<file path="src/rtl/err_cnt_pkg.sv">
package err_cnt_pkg;
  localparam int NUM_CNT = 3;
  localparam int CNT_W   = 8;
  localparam int SEL_W   = 2;

  typedef enum logic [SEL_W-1:0] {
    SRC_BPV  = 2'd0,
    SRC_CRC  = 2'd1,
    SRC_FAS  = 2'd2,
    SRC_NONE = 2'd3
  } err_src_e;
endpackage

</file>
<file path="src/rtl/err_event_gate.sv">
module err_event_gate (
  input  logic       clk,
  input  logic       rst_n,
  input  logic       bpv_stb,
  input  logic       crc_err_stb,
  input  logic       fas_err_stb,
  input  logic       resync_busy,
  input  logic       crc4_en,
  input  logic       zsub_mode,
  input  logic       zsub_word,
  output logic [2:0] ev_o
);
  import err_cnt_pkg::*;

  logic zsub_drop;
  assign zsub_drop = zsub_mode & zsub_word;

  always_comb begin
    ev_o          = '0;
    ev_o[SRC_BPV] = bpv_stb & ~zsub_drop;
    ev_o[SRC_CRC] = crc_err_stb & crc4_en & ~resync_busy;
    ev_o[SRC_FAS] = fas_err_stb & ~resync_busy;
  end

  p_zsub_drop_r6: assert property (@(posedge clk) disable iff (!rst_n)
    (zsub_mode && zsub_word) |-> !ev_o[SRC_BPV]);
  p_bpv_any_sync_r6: assert property (@(posedge clk) disable iff (!rst_n)
    (bpv_stb && !zsub_mode) |-> ev_o[SRC_BPV]);
  p_resync_block_r7: assert property (@(posedge clk) disable iff (!rst_n)
    resync_busy |-> (!ev_o[SRC_CRC] && !ev_o[SRC_FAS]));
  p_crc_enable_r8: assert property (@(posedge clk) disable iff (!rst_n)
    !crc4_en |-> !ev_o[SRC_CRC]);
endmodule

</file>
<file path="src/rtl/sat_err_counter.sv">
module sat_err_counter #(
  parameter int W = 8
) (
  input  logic         clk,
  input  logic         rst_n,
  input  logic         inc_i,
  input  logic         wr_i,
  input  logic [W-1:0] wdata_i,
  output logic [W-1:0] count_o,
  output logic         over_o
);
  localparam logic [W-1:0] FULL = '1;
  localparam logic [W-1:0] ONE  = W'(1);

  logic [W-1:0] q;

  always_ff @(posedge clk) begin
    if (!rst_n)                    q <= '0;
    else if (wr_i)                 q <= wdata_i;
    else if (inc_i && q != FULL)   q <= q + ONE;
  end

  assign count_o = q;
  assign over_o  = inc_i & ~wr_i & (q == FULL);

  p_no_wrap_r3: assert property (@(posedge clk) disable iff (!rst_n)
    (q == FULL && !wr_i) |=> (q == FULL));
  p_step_one_r2: assert property (@(posedge clk) disable iff (!rst_n)
    (inc_i && !wr_i && q != FULL) |=> (q == $past(q) + ONE));
  p_write_wins_r9: assert property (@(posedge clk) disable iff (!rst_n)
    wr_i |=> (q == $past(wdata_i)));
  p_hold_r10: assert property (@(posedge clk) disable iff (!rst_n)
    (!inc_i && !wr_i) |=> $stable(q));
endmodule

</file>
<file path="src/rtl/host_reg_port.sv">
module host_reg_port #(
  parameter int N     = 3,
  parameter int W     = 8,
  parameter int SEL_W = 2
) (
  input  logic             clk,
  input  logic             rst_n,
  input  logic             host_wr,
  input  logic [SEL_W-1:0] host_sel,
  input  logic [SEL_W-1:0] host_rsel,
  input  logic [N*W-1:0]   cnt_flat,
  output logic [N-1:0]     wr_vec,
  output logic [W-1:0]     rdata
);
  always_comb begin
    wr_vec = '0;
    rdata  = '0;
    for (int i = 0; i < N; i++) begin
      if (host_wr && host_sel == SEL_W'(i)) wr_vec[i] = 1'b1;
      if (host_rsel == SEL_W'(i)) rdata = cnt_flat[i*W +: W];
    end
  end

  p_one_target_r10: assert property (@(posedge clk) disable iff (!rst_n)
    $onehot0(wr_vec));
  p_no_stray_wr_r10: assert property (@(posedge clk) disable iff (!rst_n)
    !host_wr |-> (wr_vec == '0));
endmodule

</file>
<file path="src/rtl/line_err_counter_bank.sv">
module line_err_counter_bank #(
  parameter int CNT_W = err_cnt_pkg::CNT_W
) (
  input  logic             clk,
  input  logic             rst_n,
  input  logic             bpv_stb,
  input  logic             crc_err_stb,
  input  logic             fas_err_stb,
  input  logic             resync_busy,
  input  logic             crc4_en,
  input  logic             zsub_mode,
  input  logic             zsub_word,
  input  logic             irq_mask_en,
  input  logic             host_wr,
  input  logic [1:0]       host_sel,
  input  logic [CNT_W-1:0] host_wdata,
  input  logic [1:0]       host_rsel,
  output logic [CNT_W-1:0] host_rdata,
  output logic             irq_pulse
);
  import err_cnt_pkg::*;
  localparam int N = NUM_CNT;

  logic [N-1:0]       ev;
  logic [N-1:0]       wr_vec;
  logic [N-1:0]       over;
  logic [N*CNT_W-1:0] cnt_flat;
  logic               irq_q;

  err_event_gate u_gate (
    .clk(clk), .rst_n(rst_n),
    .bpv_stb(bpv_stb), .crc_err_stb(crc_err_stb), .fas_err_stb(fas_err_stb),
    .resync_busy(resync_busy), .crc4_en(crc4_en),
    .zsub_mode(zsub_mode), .zsub_word(zsub_word),
    .ev_o(ev)
  );

  host_reg_port #(.N(N), .W(CNT_W), .SEL_W(SEL_W)) u_host (
    .clk(clk), .rst_n(rst_n),
    .host_wr(host_wr), .host_sel(host_sel), .host_rsel(host_rsel),
    .cnt_flat(cnt_flat), .wr_vec(wr_vec), .rdata(host_rdata)
  );

  for (genvar g = 0; g < N; g++) begin : g_cnt
    sat_err_counter #(.W(CNT_W)) u_cnt (
      .clk(clk), .rst_n(rst_n),
      .inc_i(ev[g]), .wr_i(wr_vec[g]), .wdata_i(host_wdata),
      .count_o(cnt_flat[g*CNT_W +: CNT_W]), .over_o(over[g])
    );
  end

  always_ff @(posedge clk) begin
    if (!rst_n) irq_q <= 1'b0;
    else        irq_q <= irq_mask_en & (|over);
  end

  assign irq_pulse = irq_q;

  p_irq_masked_r4: assert property (@(posedge clk) disable iff (!rst_n)
    !irq_mask_en |=> !irq_pulse);
  p_irq_cause_r4: assert property (@(posedge clk) disable iff (!rst_n)
    irq_pulse |-> $past(|over));
  p_irq_merge_r11: assert property (@(posedge clk) disable iff (!rst_n)
    (irq_mask_en && (|over)) |=> irq_pulse);
endmodule

</file>
<file path="config.mk">
export PLATFORM = sky130hd
export DESIGN_NAME = line_err_counter_bank
export DESIGN_NICKNAME = d
export VERILOG_FILES = /design/src/rtl/err_cnt_pkg.sv /design/src/rtl/err_event_gate.sv /design/src/rtl/sat_err_counter.sv /design/src/rtl/host_reg_port.sv /design/src/rtl/line_err_counter_bank.sv
export SDC_FILE = /design/constraint.sdc
export NUM_CORES = 1
export LEC_CHECK = 0
export BUFFER_PORTS_ARGS = -buffer_cell sky130_fd_sc_hd__buf_4
export CELL_PAD_IN_SITES_DETAIL_PLACEMENT = 0
export CELL_PAD_IN_SITES_GLOBAL_PLACEMENT = 1
export CORE_UTILIZATION = 44
export DETAILED_ROUTE_END_ITERATION = 10
export PLACE_DENSITY_LB_ADDON = 0.1
export SLEW_MARGIN = 5
export SYNTH_ARGS = -nofsm -noshare
export SYNTH_HDL_FRONTEND = slang
export SYNTH_HIERARCHICAL = 1
export SYNTH_SLANG_ARGS = --single-unit
</file>
<file path="constraint.sdc">
create_clock -name clk -period 3.64 [get_ports clk]
set_clock_uncertainty 0.1 [all_clocks]
set_input_delay 0.364 -clock clk [delete_from_list [all_inputs] [get_ports clk]]
set_output_delay 0.364 -clock clk [all_outputs]
set_load 0.05 [all_outputs]
</file>
* Word-level counts from Yosys, hierarchy flattened *
Cells that the tools add are included.

word-level totals
  register bits = 25
  input bits = 23
  logic and storage cells = 58

operators by class
  add/subtract/negate cells = 3
  equal/unequal tests = 10
  multiplexer cells = 12
  bitwise logic cells = 17
  reduce and logical (&&, ||, !) cells = 12

operators with widths
  kind                                           count
  two-way mux 8 bit                              9
  adder 8 x 1 -> 8 bit, second input constant    3
  == test 8 bit, second input constant           3
  != test 8 bit, second input constant           3
  bitwise AND 1 bit                              12
  logical AND 1 bit                              6
  nonzero test 2 bit                             3
  inverter 1 bit                                 5
  == test 2 x 1 -> 1 bit, second input constant  2
  == test 2 bit, second input constant           2
  zero test 2 bit                                2
  two-way mux 1 bit                              3
  OR reduction 3 bit                             1

* Depth between registers and ports, before layout *
Gate-level depths: netlist of run 1.

  depth in word-level cells = 8
  mapped depth = 5
  depth with buffers taken out = 5

* Hierarchy *
The synthesis of run 1 kept the hierarchy.

modules (own cells, without submodules)
  module                 instances  cells an instance  area an instance (um2)  sequential area each (um2)
  sat_err_counter        3          57                 466.7                   160.2
  host_reg_port          1          23                 222.7                   0.0
  line_err_counter_bank  1          2                  30.0                    20.0
  err_event_gate         1          3                  22.5                    0.0

* Worst setup path after synthesis of run 1 *
OpenSTA, ideal clock, no wires.

  path type = input to output
  start point = in host_rsel[0]
  end point = out host_rdata[2]
  data arrival time = 1394 ps
  path slack = 1782 ps
  stages on the path = 3
  cell sequence = buf_6 > mux2i_1 > o2bb2ai_1

on the way
  word-level cells in the longest chain between the ends = 4
  elaborated cells between the ends (all ways) = 6
  those cells by class = 2 x eq/ne; 3 x mux; 1 x reduce/logical

RTL lines
  item                             RTL line                     RTL
  start, declared                  line_err_counter_bank.sv:17  input logic [1:0] host_rsel,
  zero test 2 bit                  host_reg_port.sv:20          if (host_rsel == SEL_W'(i)) rdata = cnt_flat[i*W +: W];
  two-way mux 8 bit (2 in series)  host_reg_port.sv:20
  two-way mux 8 bit (*)            host_reg_port.sv:20
  end, declared                    line_err_counter_bank.sv:18  output logic [CNT_W-1:0] host_rdata,

Every way passes the cells marked *; elsewhere a longest branch is shown, timed or not.

* Worst setup path after layout of run 1 *
  start point = reg g_cnt[0].u_cnt.q[2]
  end point = out host_rdata[2]

on the way
  word-level cells in the longest chain between the ends = 3

RTL lines
  item                             RTL line               RTL
  start, declared                  sat_err_counter.sv:15  logic [W-1:0] q;
  start signal, assigned           sat_err_counter.sv:19  else if (wr_i) q <= wdata_i;
  start signal, assigned           sat_err_counter.sv:20  else if (inc_i && q != FULL) q <= q + ONE;
  two-way mux 8 bit (3 in series)  host_reg_port.sv:20

Every way passes these cells.

==> metrics.txt, run 1 <==
placed cell area=1930 um^2; CTS tree=built; DP Wirelength=3.46 mm; Pre-Repair DR Iteration Count=4; Via density=6.04; RR Endpoint=g_cnt[2].u_cnt/count_o[6]; fin nets=256; ys flop type=dfxtp_1; clock sinks=25; VDD IR max=0.169 mV; FMAX=557 MHz; post-CTS setup buffer count=0; max_cap viols=0; layout cells sized above 1=18.8%; post-synthesis cell count=199; synthesized net count=225; htree depth=1; Setup WS post-layout=1.85 ns; Crit path depth=3; post-synth cell types=36; site row count=22; hold path cells=2; Worst Tran Pin Value=0.570 ns; clock-pin slew on the worst setup and hold paths=0.10 ns; Yosys top cell by area=dfxtp_1; Crit path required time=3.18 ns; post-synthesis sequential area ratio=29.9%; DRC errors left=0; Setup violations, final=0; CTS Hold Bufs=0; cell chain of the critical path=mux2i_1 -> o2bb2ai_1 -> buf_4; Initial Util=45.8%; # IOs=32; worst slack, placed=1.64 ns; Finished Layout Cells=277; Slew Limit Fails=0; crit-path leading delay family=flip-flops; Die Ht=63.7 um; most frequent cell after synthesis=dfxtp_1; PortBufs=31; Worst-Skew Late Latency=0.28 ns; crit start category=flip-flop; crit path DAT=1.33 ns; routed via count=1,672; crit path capture type=output pin; R2R Path Start=g_cnt[2].u_cnt/count_o[0]; slowest stage cell, crit path=dfxtp_1; number of routed nets with antenna violations=0; WP buf/inv=1; ant diodes=0; RePlAce Congestion=0.890; vias in the first global route=1,549; final wirelength=4.55 mm; root buf cell=clkbuf_8; wire per inst=16.4 um; top post-synthesis cells by count=dfxtp_1 (25), o21ai_0 (18), nand3_1 (15); pwr dens=312 nW/um^2; Tot Pwr=618 uW; Syn. warnings=6; Rel. slew slack=61.7%; run status=finished clean; Filler cells=369; Hold Path Origin=irq_mask_en; area share of the largest cell type after synthesis=29.9%; hold_ws=0.227 ns; CTS Buf Count=3; ys async rst share=0%; R2R Setup Slk=1.90 ns; setup repair after global routing missed its margin=false; First DRT Iteration DRCs=79; first-pass GRT wire length=7.45 mm; placed cells=273; EDFF count, synth=0; final core utilization=54.1%; Fin. Hold Viols=0; Layout area overhead=18.2%; mapped cell area=1680 um^2; CP Max Fanout=8; crit path kind=reg -> out; Clock Path Buffers=2; antenna violations before repair=0; largest cells by area after synthesis=dfxtp_1 (30%), mux2i_1 (6.6%), o21ai_0 (5.4%); Worst Hold Class=in -> reg; post_cts resized=0; largest net degree at the start of global routing=29; Pleak=0.767 nW; grt ovf=0; fin crit period=1.79 ns; setup TNS=0 ns; FF+latch count, synth=25; Avg Cell Area, Syn=8.42 um^2; Die Area=4060 um^2; worst reg2reg path depth=5; Design Area, Final=1980 um^2; Final Cycle Share=49.3%; Die Width=63.7 um; Placeable Area=3660 um^2; Hold Path End=irq_pulse; Slowest Stage Delay on Critical Path=0.49 ns; GRT Resource Usage Total=23.8%
[logic make-up after synthesis]
family	Yosys count	share of synthesized area, %
AO/OA/AOI/OAI	73	28.5
AND/OR/NAND/NOR	72	26.3
flip-flops	25	29.9
adder cells (fa/ha/maj)	3	2.24
multiplexers	11	6.57
XOR/XNOR	6	3.14
buffers and inverters	9	3.36
[layout by cell type (no fill, tap or decap), drive strengths merged, types with 4 or more instances in the layout]
master | netlist | routed
buf | 3 | 32
mux2i | 11 | 11
inv | 3 | 4
nor3 | 6 | 6
dfxtp | 25 | 25
o21ai | 24 | 24
nand2b | 6 | 6
xor2 | 6 | 6
o2bb2ai | 8 | 8
nor2 | 9 | 9
nand3 | 15 | 15
a211oi | 6 | 6
nand2 | 12 | 12
a21oi | 12 | 12
a21boi | 4 | 4
[how the worst max path moves through the flow]
| stage | from | end |
|---|---|---|
| floorplan | host_rsel[0] | host_rdata[2] |
| global placement | zsub_mode | g_cnt[0].u_cnt/count_o[6] |
| detailed placement | zsub_mode | g_cnt[0].u_cnt/count_o[6] |
| CTS | g_cnt[0].u_cnt/count_o[2] | host_rdata[2] |
| global route | zsub_mode | g_cnt[0].u_cnt/count_o[6] |
| finish | g_cnt[0].u_cnt/count_o[2] | host_rdata[2] |
[power breakdown]
group / internal, mW / total (mW) / switching, mW
logic: 0.0525 / 0.123 / 0.0701
clock network: 0.0805 / 0.182 / 0.102
registers: 0.289 / 0.314 / 0.0245
[per-layer routing]
layer | wire (um) | vias to the layer above | track usage [%] | part of all wire (%)
li1 | - | 833 | - | -
met4 | 63 | 0 | 7.10 | 1.4
met1 | 2180 | 791 | 30.6 | 48
met2 | 2130 | 41 | 40.7 | 47
met3 | 176 | 7 | 3.44 | 3.9
met5 | 0 | - | 0 | 0
[registers in the layout (all words and copies together), names as in the netlist]
register             flops
g_cnt.u_cnt/count_o     24
irq_pulse                1
[final cells by class]
cell class	instances	area [um^2]	share of cell area, %
clock buffers	3	41.3	2.08
clock inverters	1	8.76	0.442
multi-input cells	165	1120	56.5
inverters	3	11.3	0.569
well taps	48	60.1	3.03
repair buffers	32	240	12.1
flip-flops and latches	25	500	25.3
Power figures use the tool's default switching activity.
==> run 2, diff against run 1 <==
--- a/config.mk
+++ b/config.mk
@@ -8,7 +8,7 @@
 export BUFFER_PORTS_ARGS = -buffer_cell sky130_fd_sc_hd__buf_4
 export CELL_PAD_IN_SITES_DETAIL_PLACEMENT = 0
 export CELL_PAD_IN_SITES_GLOBAL_PLACEMENT = 1
-export CORE_UTILIZATION = 44
+export CORE_UTILIZATION = 41
 export DETAILED_ROUTE_END_ITERATION = 10
 export PLACE_DENSITY_LB_ADDON = 0.1
 export SLEW_MARGIN = 5
==> constraint.sdc (replaced) <==
create_clock -name clk -period 1.7 [get_ports clk]
set_clock_uncertainty 0.1 [all_clocks]
set_input_delay 0.17 -clock clk [delete_from_list [all_inputs] [get_ports clk]]
set_output_delay 0.17 -clock clk [all_outputs]
set_load 0.05 [all_outputs]
==> metrics.txt, run 2 (synthesized netlist as in run 1, its figures left out) <==
fin crit period=1.64 ns; # IOs=32 (unchanged); DRC errors left=0 (unchanged); Die Ht=65.9 um (was 63.7 um); Setup violations, final=0 (unchanged); crit path DAT=1.37 ns (was 1.33 ns); Rel. slew slack=78.6% (was 61.7%); worst slack, placed=0.0841 ns (was 1.64 ns); Filler cells=370 (was 369); setup repair after global routing missed its margin=false (unchanged); final wirelength=5.09 mm (was 4.55 mm); most frequent cells in the layout=buf_4 (45), dfxtp_1 (24), o21ai_0 (18), nand3_1 (15) (was buf_4 (32), dfxtp_1 (25), o21ai_0 (18), nand3_1 (15)); R2R Setup Slk=0.09 ns (was 1.90 ns); max reg flops=24 (unchanged); clock-pin slew on the worst setup and hold paths=0.09 ns (was 0.10 ns); fin nets=269 (was 256); DP Wirelength=3.87 mm (was 3.46 mm); routed via count=1,812 (was 1,672); max_cap viols=0 (unchanged); CTS Hold Bufs=0 (unchanged); PortBufs=31 (unchanged); Die Area=4350 um^2 (was 4060 um^2); wire per inst=17.5 um (was 16.4 um); RePlAce Congestion=0.911 (was 0.890); Worst Tran Pin Value=0.318 ns (was 0.570 ns); Worst-Skew Late Latency=0.27 ns (was 0.28 ns); VDD IR max=0.527 mV (was 0.169 mV); Pre-Repair DR Iteration Count=4 (unchanged); clock sinks=25 (unchanged); largest net degree at the start of global routing=29 (unchanged); Die Width=65.9 um (was 63.7 um); GRT Resource Usage Total=25.4% (was 23.8%); vias in the first global route=1,744 (was 1,549); Worst Hold Class=in -> reg (unchanged); crit start category=flip-flop (unchanged); site row count=22 (unchanged); grt ovf=0 (unchanged); First DRT Iteration DRCs=193 (was 79); crit path capture type=output pin (unchanged); Clock Path Buffers=2 (unchanged); pwr dens=640 nW/um^2 (was 312 nW/um^2); run status=finished clean (unchanged); Layout area overhead=24.4% (was 18.2%); CP Max Fanout=8 (unchanged); Setup WS post-layout=0.0562 ns (was 1.85 ns); Placeable Area=3800 um^2 (was 3660 um^2); Slew Limit Fails=0 (unchanged); layout cells sized above 1=24.8% (was 18.8%); crit path kind=reg -> out (unchanged); Via density=6.25 (was 6.04); CTS tree=built (unchanged); Fin. Hold Viols=0 (unchanged); ant diodes=0 (unchanged); CTS Buf Count=3 (unchanged); leading cell type in the layout, fill and taps excluded=buf_4 (unchanged); post-CTS setup buffer count=0 (unchanged); antenna violations before repair=0 (unchanged); first-pass GRT wire length=8.40 mm (was 7.45 mm); htree depth=1 (unchanged); root buf cell=clkbuf_8 (unchanged); Pleak=0.829 nW (was 0.767 nW); number of routed nets with antenna violations=0 (unchanged); FMAX=608 MHz; setup TNS=0 ns (unchanged); Final Cycle Share=96.7%; Crit path required time=1.43 ns (was 3.18 ns); Initial Util=44.1% (was 45.8%)
-- run 2: routing by layer --
metal	vias up	share of wire, %	global-route usage (%)
li1	866	-	-
met1	875	44	34.4
met2	69	49	40.7
met3	2	6.7	4.48
met4	0	0.28	7.34
met5	-	0	0
-- run 2: report_power, final --
part / switching [mW] / internal, mW
clock network: 0.202 / 0.164
registers: 0.0460 / 0.620
logic: 0.168 / 0.133
total: 0.416 / 0.918
-- run 2: final timing paths --
path,from,depth (start not counted),endpoint
min reg2reg,g_cnt[2].u_cnt/count_o[1],2,g_cnt[2].u_cnt/count_o[1]
max reg2reg,g_cnt[1].u_cnt/count_o[2],4,g_cnt[1].u_cnt/count_o[6]
max,g_cnt[1].u_cnt/count_o[2],3,host_rdata[2]
min,irq_mask_en,2,irq_pulse
-- run 2: timing repair --
| item | 4_1_cts | 5_1_grt |
|---|---|---|
| gates resized for setup | 0 | 4 |
| hold endpoints to repair | 0 | 0 |
| endpoints found under the setup margin | 0 | 4 |
-- run 2: through the flow --
stage / power (mW) / hold slack [ns] / instances / util (%) / cell area, um^2
6_report: 1.33 / 0.0276 / 290 / 54.9 / 2080
3_5_place_dp: 0.974 / 0.317 / 286 / 53.4 / 2030
4_1_cts: 1.34 / 0.0244 / 290 / 54.6 / 2070
2_1_floorplan: 0.838 / 0.192 / 199 / - / 1680
3_3_place_gp: 0.968 / 0.312 / 286 / 53.4 / 2030
5_1_grt: 1.41 / 0.0238 / 290 / 54.9 / 2080
-- run 2: final cells by class --
class / count / area [um^2] / area share [%]
Clock buffer: 3 / 41.3 / 1.98
Clock inverter: 1 / 5.00 / 0.240
Inverter: 3 / 11.3 / 0.540
Multi-Input combinational cell: 165 / 1130 / 54.1
Sequential cell: 25 / 502 / 24.1
Tap cell: 48 / 60.1 / 2.88
Timing Repair Buffer: 45 / 338 / 16.2
-- run 2: critical path, stage by stage, from the launching register on --
cell and delay, ns:
dfxtp_1 0.50, mux2i_1 0.17, o2bb2ai_1 0.20, buf_4 0.23
